**src/rtl/addr_seg_pkg.sv**
```systemverilog
package addr_seg_pkg;
  typedef enum logic [1:0] {
    PRIV_KERNEL = 2'd0,
    PRIV_SUPER  = 2'd1,
    PRIV_USER   = 2'd2,
    PRIV_BAD    = 2'd3
  } priv_e;

  localparam logic [1:0] FLT_NONE  = 2'd0;
  localparam logic [1:0] FLT_FETCH = 2'd1;
  localparam logic [1:0] FLT_DATA  = 2'd2;

  // status word fields
  localparam int ST_ERL_BIT = 2;
  localparam int ST_EXL_BIT = 1;
  localparam int ST_AUX_BIT = 28;
  localparam int ST_LVL_LO  = 3;

  // number of top address bits that select a window
  localparam int SEG_BITS = 3;
endpackage

```
**src/rtl/priv_decode.sv**
```systemverilog
module priv_decode
  import addr_seg_pkg::*;
#(
  parameter int STATUS_W = 32
) (
  input  logic [STATUS_W-1:0] status,
  output priv_e               level
);
  logic       force_kernel;
  logic [1:0] lvl_field;

  assign force_kernel = status[ST_AUX_BIT] | status[ST_ERL_BIT] | status[ST_EXL_BIT];
  assign lvl_field    = status[ST_LVL_LO +: 2];

  always_comb begin
    if (force_kernel) begin
      level = PRIV_KERNEL;
    end else begin
      unique case (lvl_field)
        2'b00:   level = PRIV_KERNEL;
        2'b01:   level = PRIV_SUPER;
        2'b10:   level = PRIV_USER;
        default: level = PRIV_BAD;
      endcase
    end
  end
endmodule

```
**src/rtl/seg_classify.sv**
```systemverilog
module seg_classify
  import addr_seg_pkg::*;
#(
  parameter int ADDR_W = 32
) (
  input  logic [ADDR_W-1:0] vaddr,
  output logic              in_cached,
  output logic              in_uncached,
  output logic              no_cache,
  output logic [ADDR_W-1:0] phys
);
  localparam int TOP = ADDR_W - 1;
  logic [SEG_BITS-1:0] seg;

  assign seg         = vaddr[TOP -: SEG_BITS];
  assign in_cached   = (seg == 3'b100);
  assign in_uncached = (seg == 3'b101);
  assign no_cache    = vaddr[TOP] & vaddr[TOP-2];
  assign phys        = {{SEG_BITS{1'b0}}, vaddr[ADDR_W-SEG_BITS-1:0]};
endmodule

```
**src/rtl/align_check.sv**
```systemverilog
module align_check #(
  parameter int ADDR_W = 32,
  parameter int SIZE_W = 2
) (
  input  logic [ADDR_W-1:0] vaddr,
  input  logic [SIZE_W-1:0] size_log2,
  output logic              misaligned
);
  localparam int NSIZES = 1 << SIZE_W;
  logic [NSIZES-1:0] bad_at;

  for (genvar s = 0; s < NSIZES; s++) begin : g_size
    if (s == 0) begin : g_byte
      assign bad_at[s] = 1'b0;
    end else begin : g_wide
      assign bad_at[s] = |vaddr[s-1:0];
    end
  end

  assign misaligned = bad_at[size_log2];
endmodule

```
**src/rtl/addr_seg_check.sv**
```systemverilog
module addr_seg_check
  import addr_seg_pkg::*;
#(
  parameter int ADDR_W   = 32,
  parameter int SIZE_W   = 2,
  parameter int STATUS_W = 32
) (
  input  logic                clk,
  input  logic                rst,
  input  logic                req_valid,
  input  logic [ADDR_W-1:0]   vaddr,
  input  logic [SIZE_W-1:0]   size_log2,
  input  logic                is_fetch,
  input  logic [STATUS_W-1:0] status,
  output logic                out_valid,
  output logic                bypass,
  output logic                to_tlb,
  output logic [ADDR_W-1:0]   paddr,
  output logic                uncacheable,
  output logic                fault_valid,
  output logic [1:0]          fault_code,
  output logic [ADDR_W-1:0]   fault_addr,
  output logic [1:0]          priv_mode
);
  priv_e             lvl;
  logic              in_cached, in_uncached, no_cache, misaligned;
  logic [ADDR_W-1:0] phys;
  logic              unmapped, bad_access;

  priv_decode #(.STATUS_W(STATUS_W)) u_priv (
    .status (status),
    .level  (lvl)
  );

  seg_classify #(.ADDR_W(ADDR_W)) u_seg (
    .vaddr       (vaddr),
    .in_cached   (in_cached),
    .in_uncached (in_uncached),
    .no_cache    (no_cache),
    .phys        (phys)
  );

  align_check #(.ADDR_W(ADDR_W), .SIZE_W(SIZE_W)) u_align (
    .vaddr      (vaddr),
    .size_log2  (size_log2),
    .misaligned (misaligned)
  );

  assign unmapped   = in_cached | in_uncached;
  assign bad_access = in_cached & ((lvl != PRIV_KERNEL) | misaligned);

  always_ff @(posedge clk) begin
    if (rst || !req_valid) begin
      out_valid   <= 1'b0;
      bypass      <= 1'b0;
      to_tlb      <= 1'b0;
      paddr       <= '0;
      uncacheable <= 1'b0;
      fault_valid <= 1'b0;
      fault_code  <= FLT_NONE;
      fault_addr  <= '0;
      priv_mode   <= 2'd0;
    end else begin
      out_valid   <= 1'b1;
      bypass      <= unmapped;
      to_tlb      <= !unmapped;
      paddr       <= unmapped ? phys : '0;
      uncacheable <= no_cache;
      fault_valid <= bad_access;
      fault_code  <= bad_access ? (is_fetch ? FLT_FETCH : FLT_DATA) : FLT_NONE;
      fault_addr  <= bad_access ? vaddr : '0;
      priv_mode   <= lvl;
    end
  end

  assert_route_excl_R7: assert property (@(posedge clk) disable iff (rst)
    out_valid |-> (bypass != to_tlb));

  assert_fault_cached_only_R8: assert property (@(posedge clk) disable iff (rst)
    fault_valid |-> (bypass && !uncacheable && paddr == {{SEG_BITS{1'b0}}, fault_addr[ADDR_W-SEG_BITS-1:0]}));

  assert_paddr_top_clear_R5: assert property (@(posedge clk) disable iff (rst)
    bypass |-> (paddr[ADDR_W-1 -: SEG_BITS] == '0));

  assert_code_pairing_R10: assert property (@(posedge clk) disable iff (rst)
    fault_valid == (fault_code != FLT_NONE));

  assert_idle_quiet_R12: assert property (@(posedge clk) disable iff (rst)
    !out_valid |-> (!bypass && !to_tlb && !fault_valid && !uncacheable));

  assert_latency_R12: assert property (@(posedge clk) disable iff (rst)
    out_valid == $past(req_valid && !rst));

  assert_uncache_track_R11: assert property (@(posedge clk) disable iff (rst)
    out_valid |-> (uncacheable == $past(vaddr[ADDR_W-1] && vaddr[ADDR_W-3])));
endmodule

```
**config.mk**
```make
export PLATFORM = sky130hd
export DESIGN_NAME = addr_seg_check
export DESIGN_NICKNAME = d
export VERILOG_FILES = /design/src/rtl/addr_seg_pkg.sv /design/src/rtl/priv_decode.sv /design/src/rtl/seg_classify.sv /design/src/rtl/align_check.sv /design/src/rtl/addr_seg_check.sv
export SDC_FILE = /design/constraint.sdc
export NUM_CORES = 1
export LEC_CHECK = 0
export CAP_MARGIN = 15
export CORE_ASPECT_RATIO = 1.4
export CORE_MARGIN = 3
export CORE_UTILIZATION = 37
export CTS_CLUSTER_DIAMETER = 100
export DETAILED_ROUTE_END_ITERATION = 7
export PLACE_DENSITY_LB_ADDON = 0.2
export SKIP_CTS_REPAIR_TIMING = 1
export SLEW_MARGIN = 40
export SYNTH_ARGS = -nofsm -noshare
export SYNTH_HDL_FRONTEND = slang
export SYNTH_SLANG_ARGS = --single-unit
export TNS_END_PERCENT = 30
```
**constraint.sdc**
```tcl
create_clock -name clk -period 1.85 [get_ports clk]
set_input_delay 0.37 -clock clk [delete_from_list [all_inputs] [get_ports clk]]
set_output_delay 0.37 -clock clk [all_outputs]
set_load 0.1 [all_outputs]
```
# Yosys cells after proc, flatten, opt, wreduce, memory -nomap -nowiden
# Cells that the tools add are included.
# Widths: inputs -> output; s select.
# classes
div	0
reduce_logical	9
multipliers	0
shifts	0
n_mux	6
n_bitwise	8
n_eq_ne	4
n_addsub	0
order_cmp	1
# op_table
operator	count
$eq 3x3->1 const B	2
$pmux 2 s3	1
$reduce_or 2->1	3
$mux 2	2
$or 1x1->1	4
$lt 2x3->1 const B	1
$reduce_or 3->1	1
$and 1x1->1	2
$bmux 1 s2	1
$eq 2x1->1 const B	1
$eq 2x2->1 const B	1
$logic_not 1->1	2
$logic_not 2->1	1
$mux 1	2
$not 1->1	2
$reduce_bool 2->1	1
$logic_or 1x1->1	1
# word_totals
register_bits	73
word_cells	38
mem_count	0
romBits	0
latch_bits	0
mem_bits_rw	0

# Depth between registers and ports, before layout
# depth
ltp_word	8
depth_mapped	5

# Modules after synthesis
# From an unflattened synthesis, not the netlist that was laid out.
# hier_totals
cells_unflattened	242
area_unflattened_um2	2534.9
# by_module_without_submodules
module	area_each_um2	n_inst	cells_each
addr_seg_check	2227.1	1	200
seg_classify	271.5	1	36
align_check	18.8	1	4
priv_decode	17.5	1	2

# Least setup slack after synthesis
# No wires, ideal clock.
# synth_path
path_type	input -> register
startpoint	input port status[3]
endpoint	register fault_addr[10]
setup_time_ns	0.116
arrival_time_ns	1.214
cell_stages	4
setup_slack_ns	0.520
required_ns	1.734
cell_sequence	or2_4 -> a221oi_4 -> buf_6 -> nor3b_1
# synth_via
elab_chain_cells	8
# synth_rtl
element	line_no	rtl
start, declared	addr_seg_check.sv:14	input logic [STATUS_W-1:0] status,
$eq 2x2->1, or another cell as far along	priv_decode.sv:19	unique case (lvl_field)
$pmux 2 s3 *	priv_decode.sv:19	
$mux 2 *	priv_decode.sv:16	if (force_kernel) begin
$reduce_bool 2->1 *	addr_seg_check.sv:50	assign bad_access = in_cached & ((lvl != PRIV_KERNEL) | misaligned);
$or 1x1->1 *	addr_seg_check.sv:50	
$and 1x1->1 *	addr_seg_check.sv:50	
$not 1->1 (no line) *	-	
$reduce_or 2->1 (no line) *	-	
end signal, assigned	addr_seg_check.sv:71	fault_addr <= bad_access ? vaddr : '0;
end, declared	addr_seg_check.sv:22	output logic [ADDR_W-1:0] fault_addr,
# Every way passes the cells marked *; elsewhere a longest branch is shown, timed or not.
# A chain may end at the register's enable or synchronous reset.

# Worst setup path after layout
# layout_path
startpoint	input port status[3]
endpoint	register fault_addr[24]
# Same word-level chain as after synthesis.

==> key figures <==
Run status
  – Outcome: completed

Global route
  – Met1 usage: 0.1610
  – First-pass GRT wire length: 7693 µm
  – Gr usage total: 0.1543
  – M3 GR Usage: 0.06224
  – GRT Max-Usage Layer: met2
  – GR Overflow Total: 0
  – Vias in the first global route: 1553
  – Largest net degree at the start of global routing: 31
  – Antenna violations before repair: 0
  – Met2 GRT Util: 0.2524

Final layout
  – ANT cells: 0
  – Layout cell share with drive strength beyond 1: 0.3460
  – Post-Layout Cell Count: 355
  – P&R area growth vs syn: 61.48%
  – Most frequent cells in the layout: 74 x buf_4, 70 x dfxtp_1, 42 x clkdlybuf4s50_1
  – Post-route cell area: 3388 µm²
  – Commonest non-fill, non-tap cell in the layout: buf_4
  – Total Nets Final: roughly 350

Place
  – Placed cell area: around 3100 µm²
  – Final GP Congestion: between 0.7 and 0.8
  – Placed Cells incl. Taps: 339
  – Hpwl dp: roughly 3600 µm
  – # port buffers: approximately 110

Drt
  – Via density: approximately 4.4
  – Detail Route Antenna Nets: 0
  – WL per Instance: 13.75 µm
  – Drt total wl: ~4900 µm
  – Pre-antenna DRT Iters: 3
  – DRC errors left: 0
  – Vias: between 1500 and 2000
  – Drt initial violations: a little under 70

Timing
  – Fmax: 650.6 MHz
  – Final hold violation count: 0
  – Crit share post-route: 0.8309
  – Tmin final: around 1500 ps
  – WHS: 599.1 ps
  – RSZ-0062 raised after global routing: false
  – Max-slew violation count: 0
  – Setup Viol. Count Final: 0

Synth
  – Dominant cell type by area after synthesis: dfxtp_1
  – Mapped Area: between 2000 and 2500 µm²
  – Synth top area cells: dfxtp_1 67%, nor3b_1 8.9%, and2_1 8.6%
  – Yosys top cell area share: 0.6679
  – Average size of a mapped cell: 12.87 µm²
  – Seq cells post-synth: 70
  – Instance count of the mapped netlist: ~160
  – Synth unique cells: 24
  – Ys Warns: 0
  – Register area share after synthesis: 0.6679

Flow run
  – Max-cap violations: 0

Die
  – Core box area: approximately 5300 µm²
  – I/O pin count: around 140
  – Die area: around 6600 µm²
  – Die Width: 69.65 µm
  – Starting Density: 0.3949
  – Row Count: 31
  – Die height: approximately 95 µm

CTS
  – Clk pin slew, worst setup/hold paths: roughly 80 ps
  – H-tree depth: 3
  – CTS tree: done
  – Total CTS buffers: 9
  – Clk buf depth: 2
  – Root Driver: clkbuf_8
  – Sink Count: 70

Setup path
  – Crit path capture type: flip-flop
  – Critical path type: in -> reg
  – Critical path startpoint category: primary input
  – Critical path arrival: 1750 ps
  – Crit path max fanout: 16
  – Critical path required time: between 2000 and 2500 ps

Power
  – Peak supply drop: just under 0.0007 V
  – LEAKAGE: 1.493 nW
  – Pwr per Cell Area: approximately 1100 nW/µm²

Min path
  – Hold Path Class: in -> reg
kinds of logic (layout without fill, tap and decap cells):
kind of cell	after synthesis	in the layout	synth area share
buffers and inverters	15	137	0.05725
and+or+nand+nor	71	71	0.2421
AOI/OAI and AO/OA	6	6	0.03102
DFF	70	70	0.6679
other	1	5	0.001787
metal layers:
metal | up-vias | wire (µm)
li1 | 768 | -
met1 | 712 | 1812
met2 | 74 | 2518
met3 | 6 | 469
met4 | 0 | 80
met5 | - | 0
registers in the layout, summed over array words and instances (netlist names):
signal	cells
paddr	29
fault_addr	32
uncacheable	1
fault_code	2
priv_mode	2
fault_valid	1
out_valid	1
bypass	1
to_tlb	1
Yosys cell counts, drive strengths merged:
cell	number
a211oi	1
a21boi	1
a21o	1
a221oi	2
and2	29
and3	3
and4bb	1
buf	10
clkbuf	3
conb	1
dfxtp	70
inv	2
nand2	1
nand2b	1
nor2	3
nor2b	1
nor3	2
nor3b	29
o21a	1
or2	1
power breakdown:
| part | total, mW | switching [mW] | internal [mW] |
|---|---|---|---|
| Combinational | 0.411 | 0.265 | 0.146 |
| Clock | 1.61 | 0.574 | 1.04 |
| Sequential | 1.53 | 0.00590 | 1.53 |
layout make-up:
class,instances,area [µm²]
repair buffers,119,1036
clock buffers,9,123.9
multi-input cells,82,591.8
inverters,2,7.507
clock inverters,7,145.1
flip-flops and latches,70,1401
well taps,66,82.58
fillers,400,1926
path summary, 6_finish.rpt:
path      start                         to  slack [ps]  depth (start not counted)
min    is_fetch   fault_code[1]$_SDFF_PP0_         600                          2
max   status[3]  fault_addr[24]$_SDFF_PP0_         310                          5
per-stage QoR:
| step | util | worst slack (ps) | setup TNS (ps) | power (mW) |
|---|---|---|---|---|
| finish | 0.6376 | 312.9 | 0 | 3.558 |
| global route | 0.6376 | 244.3 | 0 | 3.686 |
| CTS | 0.6376 | 307.0 | 0 | 3.605 |
| detailed placement | 0.5870 | -43.27 | -837.3 | 1.983 |
| global placement | 0.5870 | -23.83 | -464.7 | 1.980 |
| floorplan | - | 520.2 | 0 | 1.838 |
critical path: stages:
cell and delay [ps]:
clkdlybuf4s50_1 420, or2_4 280, a221oi_4 330, buf_4 270
nor3b_1 80
No activity file was read; power rests on OpenSTA's default activity.
